### config.mk
export PLATFORM = sky130hd
export DESIGN_NAME = intr_entry_seq
export DESIGN_NICKNAME = d
export VERILOG_FILES = /design/src/rtl/ies_pkg.sv /design/src/rtl/ies_priv_check.sv /design/src/rtl/ies_push_sel.sv /design/src/rtl/intr_entry_seq.sv
export SDC_FILE = /design/constraint.sdc
export NUM_CORES = 1
export LEC_CHECK = 0
export CORE_ASPECT_RATIO = 0.5
export CORE_UTILIZATION = 30
export CTS_CLUSTER_SIZE = 16
export DETAILED_ROUTE_END_ITERATION = 8
export GPL_ROUTABILITY_DRIVEN = 0
export HOLD_SLACK_MARGIN = 0.06
export PLACE_DENSITY = 0.61
export SLEW_MARGIN = 30
export SYNTH_ARGS = -nofsm -noshare
export SYNTH_HDL_FRONTEND = slang
export SYNTH_HIERARCHICAL = 1
export SYNTH_SLANG_ARGS = --single-unit
### constraint.sdc
create_clock -name clk -period 6.5 [get_ports clk]
set_input_delay 1.95 -clock clk [delete_from_list [all_inputs] [get_ports clk]]
set_output_delay 1.95 -clock clk [all_outputs]
set_load 0.02 [all_outputs]
### src/rtl/ies_pkg.sv
package ies_pkg;
    localparam int WORD_W    = 32;
    localparam int SEL_W     = 16;
    localparam int VEC_W     = 8;
    localparam int PL_W      = 2;
    localparam int PL_LSB    = 13;
    localparam int PUSH_STEP = 4;
    localparam int SLOT_IDX_W = SEL_W - 3;
    localparam int PIDX_W    = 3;

    typedef enum logic [3:0] {
        S_IDLE, S_GLO, S_GHI, S_DHI, S_CHK, S_TSP, S_TSS, S_PUSH, S_DONE, S_FLT
    } ies_state_e;

    typedef enum logic [PIDX_W-1:0] {
        P_OLD_SS = 3'd0, P_OLD_SP = 3'd1, P_FLAGS = 3'd2,
        P_CS     = 3'd3, P_RET    = 3'd4, P_ERR   = 3'd5
    } ies_push_e;

    typedef struct packed {
        logic [VEC_W-1:0]  vec;
        logic              sw;
        logic              has_err;
        logic [WORD_W-1:0] err;
        logic [SEL_W-1:0]  cs;
        logic [WORD_W-1:0] ret;
        logic [WORD_W-1:0] flags;
        logic [SEL_W-1:0]  ss;
        logic [WORD_W-1:0] sp;
        logic [WORD_W-1:0] idt;
        logic [WORD_W-1:0] gdt;
        logic [WORD_W-1:0] tss;
    } ies_ctx_t;

    function automatic logic [WORD_W-1:0] slot8(input logic [SLOT_IDX_W-1:0] idx);
        return {{(WORD_W-SLOT_IDX_W-3){1'b0}}, idx, 3'b000};
    endfunction

    function automatic logic [PL_W-1:0] pl_of(input logic [WORD_W-1:0] w);
        return w[PL_LSB +: PL_W];
    endfunction
endpackage

### src/rtl/ies_priv_check.sv
module ies_priv_check
    import ies_pkg::*;
(
    input  logic [PL_W-1:0] cpl,
    input  logic [PL_W-1:0] gate_pl,
    input  logic [PL_W-1:0] tgt_pl,
    input  logic            sw,
    output logic            deny,
    output logic            stack_sw
);
    always_comb begin
        deny     = (cpl < tgt_pl) || (sw && (gate_pl < cpl));
        stack_sw = (cpl != tgt_pl);
    end
endmodule

### src/rtl/ies_push_sel.sv
module ies_push_sel
    import ies_pkg::*;
(
    input  logic [PIDX_W-1:0] idx,
    input  ies_ctx_t          ctx,
    output logic [WORD_W-1:0] data
);
    always_comb begin
        case (ies_push_e'(idx))
            P_OLD_SS: data = {{(WORD_W-SEL_W){1'b0}}, ctx.ss};
            P_OLD_SP: data = ctx.sp;
            P_FLAGS:  data = ctx.flags;
            P_CS:     data = {{(WORD_W-SEL_W){1'b0}}, ctx.cs};
            P_RET:    data = ctx.ret;
            default:  data = ctx.err;
        endcase
    end
endmodule

### src/rtl/intr_entry_seq.sv
module intr_entry_seq
    import ies_pkg::*;
(
    input  logic              clk,
    input  logic              rst,
    input  logic              start,
    input  logic [VEC_W-1:0]  vec,
    input  logic              sw_int,
    input  logic              is_fault,
    input  logic              has_err,
    input  logic [WORD_W-1:0] err_code,
    input  logic [SEL_W-1:0]  cur_cs,
    input  logic [WORD_W-1:0] cur_ip,
    input  logic [WORD_W-1:0] fault_ip,
    input  logic [WORD_W-1:0] cur_flags,
    input  logic [SEL_W-1:0]  cur_ss,
    input  logic [WORD_W-1:0] cur_sp,
    input  logic [WORD_W-1:0] idt_base,
    input  logic [WORD_W-1:0] gdt_base,
    input  logic [WORD_W-1:0] tss_base,
    output logic              mem_req,
    output logic              mem_we,
    output logic [WORD_W-1:0] mem_addr,
    output logic [WORD_W-1:0] mem_wdata,
    input  logic              mem_ack,
    input  logic [WORD_W-1:0] mem_rdata,
    output logic              done,
    output logic [SEL_W-1:0]  new_cs,
    output logic [WORD_W-1:0] new_ip,
    output logic [SEL_W-1:0]  new_ss,
    output logic [WORD_W-1:0] new_sp,
    output logic              fault,
    output logic [VEC_W-1:0]  fault_vec
);
    localparam int HALF_W = WORD_W / 2;
    localparam logic [WORD_W-1:0] STEP = WORD_W'(PUSH_STEP);
    localparam logic [WORD_W-1:0] HI_OFS = WORD_W'(4);
    localparam logic [WORD_W-1:0] TSS_SP_OFS = WORD_W'(4);
    localparam logic [WORD_W-1:0] TSS_SS_OFS = WORD_W'(8);

    ies_state_e          st;
    ies_ctx_t            ctx;
    logic [WORD_W-1:0]   gate_lo;
    logic [HALF_W-1:0]   gate_off_hi;
    logic [PL_W-1:0]     gate_pl;
    logic [PL_W-1:0]     tgt_pl;
    logic [WORD_W-1:0]   sp_r;
    logic [SEL_W-1:0]    ss_r;
    logic [PIDX_W-1:0]   pidx;
    logic                deny, stack_sw;
    logic [WORD_W-1:0]   push_data;
    logic [PIDX_W-1:0]   last_idx;

    ies_priv_check u_chk (
        .cpl(ctx.cs[PL_W-1:0]), .gate_pl(gate_pl), .tgt_pl(tgt_pl),
        .sw(ctx.sw), .deny(deny), .stack_sw(stack_sw)
    );

    ies_push_sel u_sel (.idx(pidx), .ctx(ctx), .data(push_data));

    assign last_idx = ctx.has_err ? P_ERR : P_RET;

    always_ff @(posedge clk) begin
        if (rst) begin
            st          <= S_IDLE;
            ctx         <= '0;
            gate_lo     <= '0;
            gate_off_hi <= '0;
            gate_pl     <= '0;
            tgt_pl      <= '0;
            sp_r        <= '0;
            ss_r        <= '0;
            pidx        <= '0;
        end else begin
            case (st)
                S_IDLE: if (start) begin
                    ctx.vec     <= vec;
                    ctx.sw      <= sw_int;
                    ctx.has_err <= has_err;
                    ctx.err     <= err_code;
                    ctx.cs      <= cur_cs;
                    ctx.ret     <= is_fault ? fault_ip : cur_ip;
                    ctx.flags   <= cur_flags;
                    ctx.ss      <= cur_ss;
                    ctx.sp      <= cur_sp;
                    ctx.idt     <= idt_base;
                    ctx.gdt     <= gdt_base;
                    ctx.tss     <= tss_base;
                    sp_r        <= cur_sp;
                    ss_r        <= cur_ss;
                    st          <= S_GLO;
                end
                S_GLO: if (mem_ack) begin
                    gate_lo <= mem_rdata;
                    st      <= S_GHI;
                end
                S_GHI: if (mem_ack) begin
                    gate_off_hi <= mem_rdata[WORD_W-1:HALF_W];
                    gate_pl     <= pl_of(mem_rdata);
                    st          <= S_DHI;
                end
                S_DHI: if (mem_ack) begin
                    tgt_pl <= pl_of(mem_rdata);
                    st     <= S_CHK;
                end
                S_CHK: begin
                    if (deny) begin
                        st <= S_FLT;
                    end else if (stack_sw) begin
                        st <= S_TSP;
                    end else begin
                        pidx <= P_FLAGS;
                        sp_r <= sp_r - STEP;
                        st   <= S_PUSH;
                    end
                end
                S_TSP: if (mem_ack) begin
                    sp_r <= mem_rdata;
                    st   <= S_TSS;
                end
                S_TSS: if (mem_ack) begin
                    ss_r <= mem_rdata[SEL_W-1:0];
                    pidx <= P_OLD_SS;
                    sp_r <= sp_r - STEP;
                    st   <= S_PUSH;
                end
                S_PUSH: if (mem_ack) begin
                    if (pidx == last_idx) begin
                        st <= S_DONE;
                    end else begin
                        pidx <= pidx + 1'b1;
                        sp_r <= sp_r - STEP;
                    end
                end
                S_DONE:  st <= S_IDLE;
                S_FLT:   st <= S_IDLE;
                default: st <= S_IDLE;
            endcase
        end
    end

    always_comb begin
        mem_req   = 1'b0;
        mem_we    = 1'b0;
        mem_addr  = '0;
        mem_wdata = '0;
        case (st)
            S_GLO: begin
                mem_req  = 1'b1;
                mem_addr = ctx.idt + slot8({{(SLOT_IDX_W-VEC_W){1'b0}}, ctx.vec});
            end
            S_GHI: begin
                mem_req  = 1'b1;
                mem_addr = ctx.idt + slot8({{(SLOT_IDX_W-VEC_W){1'b0}}, ctx.vec}) + HI_OFS;
            end
            S_DHI: begin
                mem_req  = 1'b1;
                mem_addr = ctx.gdt + slot8(gate_lo[WORD_W-1:WORD_W-SLOT_IDX_W]) + HI_OFS;
            end
            S_TSP: begin
                mem_req  = 1'b1;
                mem_addr = ctx.tss + TSS_SP_OFS + slot8({{(SLOT_IDX_W-PL_W){1'b0}}, tgt_pl});
            end
            S_TSS: begin
                mem_req  = 1'b1;
                mem_addr = ctx.tss + TSS_SS_OFS + slot8({{(SLOT_IDX_W-PL_W){1'b0}}, tgt_pl});
            end
            S_PUSH: begin
                mem_req   = 1'b1;
                mem_we    = 1'b1;
                mem_addr  = sp_r;
                mem_wdata = push_data;
            end
            default: ;
        endcase
    end

    assign done      = (st == S_DONE);
    assign fault     = (st == S_FLT);
    assign fault_vec = ctx.vec;
    assign new_cs    = gate_lo[WORD_W-1:HALF_W];
    assign new_ip    = {gate_off_hi, gate_lo[HALF_W-1:0]};
    assign new_ss    = ss_r;
    assign new_sp    = sp_r;
endmodule

==> results.json, run 1 <==
{
  "status": "finished, final reports clean",
  "clock-sinks": 373,
  "top_layer": "met4",
  "drive_gt1_share_pct": 5.835,
  "drtIter0Drc": 2000,
  "synth_largest_area_cell": "dfxtp_1",
  "insertion_delay_ps": 560,
  "worstSetupPathType": "reg -> out",
  "initial_core_util_pct": 30.38,
  "clk_path_buf_depth": 3,
  "ir_drop_v": 0.0002252,
  "crit_chain": "ha_1 > fa_1 > a211oi_2 > o21ai_2 > o21ai_1 > buf_4 > xor2_1 > or2_2 > nor3_1 > xnor2_1 > o221ai_1 > clkdlybuf4s50_1",
  "drc": 0,
  "avgSynthCellArea_um2": 7.358,
  "maxSlewHeadroom_pct": 35.36,
  "wl_met2_um": 44450,
  "dieArea_mm2": 0.07100,
  "final-hold-violation-count": 0,
  "slew_violations": 0,
  "vias": 22536,
  "ctsHoldBuffers": 0,
  "met1Wirelength_um": 36320,
  "numCtsBuffers": 40,
  "cpPeakStageDelay_ps": 700,
  "hold_class": "reg -> reg",
  "wirelength_um": 90060,
  "syn_inst": 2849,
  "antenna_left": 0,
  "tightest_slew_ps": 968.6,
  "cp.required_ps": 4550,
  "arrival_ps": 4360,
  "grt_antenna_before_repair": 5,
  "overflow": 0,
  "post-route-period-util_pct": 97.01,
  "synth_edf_count": 0,
  "final_common_cell": "nand2_1",
  "grt_setup_unrepaired": "false",
  "ys_seq_area_share_pct": 35.62,
  "hold_ws_ps": 450.3,
  "p_per_area_mw_per_mm2": 333.1,
  "cts_tree": "built",
  "grt_max_degree": 135,
  "area_growth_pct": 34.00,
  "vias_per_cell": 5.380,
  "wl_met3_um": 5133,
  "async_reset_ff_share_pct": 0,
  "path_max_fanout": 8,
  "cp_slowest_cell": "clkdlybuf4s50_1",
  "clk_pin_slew_ps": 60,
  "endpoint_kind": "output pin",
  "syn_area_mm2": 0.02096,
  "fp.coreArea_mm2": 0.06900,
  "ys.flop_type": "dfxtp_1",
  "period_needed_ps": 6305,
  "finalPower_mw": 9.356,
  "die_h_um": 188.9,
  "cap_violations": 0,
  "finalClockSkew_ps": 12.58,
  "start_kind": "flip-flop",
  "wire_per_inst_um": 21.50,
  "synth_top_area_share_pct": 35.62,
  "p_leak_nw": 10.26,
  "ys_top_cells_by_area": "dfxtp_1 36%, nand2_1 13%, a21oi_1 9.3%, nor2_1 3.5%, clkbuf_1 3.1%",
  "htree_levels": 2,
  "rows": 68,
  "synthesis.nets": 3220,
  "dpl.hpwl_um": 67480,
  "cts_root_buffer": "clkbuf_16",
  "drtPass1Iterations": 7,
  "nNetsFinal": 3582,
  "fmax_mhz": 158.6,
  "synth-seq-cells": 373,
  "final_cell_mix": "745 x nand2_1, 492 x clkdlybuf4s50_1, 389 x a21oi_1, 370 x dfxtp_1, 193 x nor2_1",
  "portBuffers": 506,
  "grt_first_pass_wirelength_um": 132300,
  "ys.warnings.count": 6,
  "die_x_um": 375.8,
  "setup-violations-final": 0,
  "synth_cell_types": 94,
  "top_level_ports": 507,
  "grt_pass1_vias": 20756,
  "track_usage_pct": 24.14
}
area by class of cell:
| type | count | area (µm²) |
|---|---|---|
| Antenna cell | 5 | 12.51 |
| Inverter | 31 | 116.4 |
| Fill cell | 7067 | 40910 |
| Clock inverter | 11 | 147.6 |
| Multi-Input combinational cell | 2215 | 12480 |
| Tap cell | 945 | 1182 |
| Sequential cell | 373 | 7473 |
| Clock buffer | 59 | 1225 |
| Timing Repair Buffer | 550 | 5454 |
cells by family after synthesis:
family                   after synthesis  synth area share (%)
AO/OA/AOI/OAI                        781                 22.75
multiplexers                          62                 3.486
flip-flops                           373                 35.62
XOR/XNOR                             110                 4.596
buffers and inverters                261                 5.580
AND/OR/NAND/NOR                     1226                 25.68
adder cells (fa/ha/maj)               36                 2.292
state kept, by name (all words and copies together) (netlist names):
name / flops
ctx: 258
gate_lo: 32
new_sp: 32
gate_off_hi: 16
new_ss: 16
fault_vec: 8
st: 4
pidx: 3
gate_pl: 2
tgt_pl: 2
synthesized netlist by cell type, types with 24 or more instances:
cell type  instances
nor3_1            41
xor2_1            44
clkbuf_1         173
mux2i_1           46
a311oi_1          32
xnor2_1           66
nor2b_1           43
dfxtp_1          373
a31oi_1           31
o21ai_0           96
ha_1              32
nand3_1           35
nand2_1          746
nand4_1           24
nor2_1           197
inv_1             30
a21oi_1          389
a211oi_1          68
and3_1            38
final timing paths:
| kind | from | end | slack, ps | cells after the start |
|---|---|---|---|---|
| max reg2reg | pidx[0] | new_sp[4] | 3160 | 10 |
| max | fault_vec[0] | mem_addr[13] | 190 | 12 |
| min reg2reg | ctx[127] | ctx[127] | 450 | 2 |
| min | ctx[127] | ctx[127] | 450 | 2 |
what timing repair did:
action                     4_1_cts  5_1_grt
setup endpoints to repair        9       19
resized for setup                7       20
setup buffers                    1        3
pin swaps                        2        2
per-layer routing:
layer | vias to the layer above | global-route usage, %
li1 | 10680 | -
met4 | 0 | 11.04
met1 | 10795 | 29.82
met3 | 204 | 3.297
met5 | - | 0
met2 | 857 | 41.74
worst max-delay path: cells and delay by family, from the launching register on:
family / cells / cell delay, ps
adders and majority gates: 2 / 710
buffers and inverters: 2 / 890
DFF: 1 / 330
xor gates and xnor gates: 2 / 230
AOI/OAI and AO/OA: 4 / 980
and+or+nand+nor: 2 / 650
metrics by stage:
stage	setup WS [ps]	utilization (%)	instances	setup TNS, ps	cell area [µm²]
after global placement	353.9	38.50	4110	0	26570
final	194.6	40.71	4189	0	28090
after detailed placement	339.0	38.52	4110	0	26580
after CTS	-41.00	40.54	4181	-41.00	27970
after floorplan	1076	-	2849	0	20960
after global routing	4.697	40.71	4188	0	28090
power by group:
| group | total (mW) | internal (mW) | switching (mW) |
|---|---|---|---|
| registers | 3.35 | 2.76 | 0.589 |
| clock network | 2.43 | 1.42 | 1.00 |
| logic | 3.58 | 1.38 | 2.20 |
| total | 9.36 | 5.56 | 3.80 |
Power figures use the tool's default switching activity.
==> inputs of run 2 (changes only) <==
==> constraint.sdc (replaced) <==
create_clock -name clk -period 6.5 [get_ports clk]
set_input_delay 1.95 -clock clk [delete_from_list [all_inputs] [get_ports clk]]
set_output_delay 1.95 -clock clk [all_outputs]
set_load 0.05 [all_outputs]
==> run 2 against run 1 <==
Global-route usage is 0.35 points lower. Cell count is 0.21% lower. First-iteration DRC count is 4.9% higher. Worst setup slack worse by 130 ps. Die area stayed put. Sequential power hardly changed. Utilization is 0.30 points lower. Clock skew is 7.4 ps higher. Largest power group unchanged. Via count is 1.5% lower. Highest routed layer is now met5. Fmax is 2.0% lower.
==> results.json, run 2 (synthesis gave the netlist of run 1 again) <==
{
  "rr_endpoint": "new_sp[11]",
  "hold_end": "ctx[167]",
  "rrSetupSlack_ps": 2950,
  "path_max_fanout": 6,
  "placed_area_mm2": 0.02654,
  "fp.coreArea_mm2": 0.06900,
  "grt_first_pass_wirelength_um": 130300,
  "wirelength_um": 88260,
  "drtPass1Iterations": 9,
  "overflow": 0,
  "dieArea_mm2": 0.07100,
  "stdcell_count": 4180,
  "grt_max_degree": 142,
  "start_kind": "flip-flop",
  "pre_cts_ws_ps": 291.1,
  "slew_violations": 0,
  "crit_path_start": "fault_vec[0]",
  "maxSlewHeadroom_pct": 42.38,
  "die_x_um": 375.8,
  "finalPower_mw": 9.658,
  "vias_per_cell": 5.310,
  "area_growth_pct": 33.02,
  "hold_class": "reg -> reg",
  "grt_pass1_vias": 20691,
  "drive_gt1_share_pct": 6.002,
  "final_cell_mix": "745 x nand2_1, 483 x clkdlybuf4s50_1, 389 x a21oi_1, 370 x dfxtp_1, 193 x nor2_1",
  "clock-sinks": 373,
  "dpl.hpwl_um": 66600,
  "p_per_area_mw_per_mm2": 346.4,
  "portBuffers": 506,
  "die_h_um": 188.9,
  "fmax_mhz": 155.4,
  "worst_r2r_startpoint": "st[3]",
  "drtIter0Drc": 2098,
  "top_level_ports": 507,
  "postCtsSetupBuffers": 0,
  "cap_violations": 0,
  "status": "finished, final reports clean",
  "initial_core_util_pct": 30.38,
  "post-route-cell-area_mm2": 0.02789,
  "dp.cells": 4109,
  "p_leak_nw": 10.09,
  "clk_pin_slew_ps": 60,
  "clk_path_buf_depth": 3,
  "regMostFlops": "ctx",
  "largest_reg_flops": 258,
  "drc": 0,
  "multi_input_area_mm2": 0.01244,
  "hold_depth": 2,
  "vias": 22197,
  "grt_antenna_before_repair": 5,
  "setup-violations-final": 0,
  "numCtsBuffers": 39,
  "tightest_slew_ps": 864.3,
  "fin_ws_ps": 66.09,
  "rows": 68,
  "insertion_delay_ps": 570,
  "ir_drop_v": 0.0002161,
  "finalClockSkew_ps": 20.00,
  "grt_setup_unrepaired": "false",
  "cp.required_ps": 4550,
  "final_common_cell": "nand2_1",
  "final-hold-violation-count": 0,
  "post-route-period-util_pct": 98.98,
  "hold_ws_ps": 448.7,
  "period_needed_ps": 6434,
  "track_usage_pct": 23.79,
  "htree_levels": 2,
  "endpoint_kind": "output pin",
  "antenna_left": 0,
  "worstSetupPathType": "reg -> out",
  "hold_start": "ctx[167]",
  "arrival_ps": 4480,
  "cts_tree": "built",
  "rr_worst_depth": 7,
  "ctsHoldBuffers": 0,
  "cts_root_buffer": "clkbuf_16",
  "nNetsFinal": 3576,
  "regArea_mm2": 0.007473,
  "final.fill_count": 7079,
  "wire_per_inst_um": 21.12
}
[run 2: cell count changes in the layout (fill, tap and decap cells not counted), moves of 2 or more]
cell,change
buf_4,+9
clkdlybuf4s50_1,-9
dlymetal6s2s_1,-7
clkbuf_16,-2
diode_2,-2
dlygate4sd2_1,-2
nor4_1,+2
nor4_2,-2
o22ai_1,+2
o22ai_2,-2
[run 2: cell type report]
type | instances | area share [%]
multi-input combinational | 2215 | 44.61
sequential | 373 | 26.80
timing repair buffer | 545 | 19.25
tap | 945 | 4.240
clock buffer | 57 | 4.213
clock inverter | 11 | 0.4442
inverter | 31 | 0.4173
antenna | 3 | 0.02692
[run 2: stage by stage]
step | utilization [%] | TNS [ps]
finish | 40.41 | 0
global route | 40.41 | 0
CTS | 40.35 | -56.05
detailed placement | 38.46 | 0
global placement | 38.45 | 0
floorplan | - | 0
[run 2: worst max-delay path: stages, from the launching register on]
cell,delay [ps]
dfxtp_1,330
ha_1,270
fa_1,480
a211oi_2,260
o21a_1,250
a21oi_1,160
xnor2_1,190
o22ai_1,410
nand4_1,430
nor3b_1,340
xor2_1,90
o21ai_0,410
buf_4,300
[run 2: per-layer routing]
layer / share of wire [%] / wire length, µm / GRT usage, %
met1: 40 / 35670 / 29.12
met2: 49 / 43690 / 41.55
met3: 5.6 / 4912 / 3.415
met4: 4.5 / 3985 / 10.41
met5: 0.012 / 11 / 0
[run 2: how the worst max path moves through the flow]
| stage | endpoint | slack [ps] | cells after the start |
|---|---|---|---|
| final | mem_addr[19] | 70 | 12 |
| after detailed placement | mem_addr[31] | 290 | 12 |
| after global placement | mem_addr[31] | 380 | 12 |
| after global routing | mem_addr[26] | 3 | 12 |
| after CTS | mem_addr[31] | -60 | 12 |
| after floorplan | mem_addr[22] | 90 | 12 |
[run 2: report_power, final]
part           leakage, nW  internal (mW)  total [mW]  switching [mW]
logic                 6.38           1.36        3.99            2.62
registers             3.06           2.76        3.34           0.581
clock network        0.646           1.33        2.33           0.996
total                 10.1           5.46        9.66            4.20
[run 2: timing repair]
action	CTS	global route
gates resized for setup	6	12
cloned	0	0
pin swaps	0	1
setup endpoints to repair	6	13
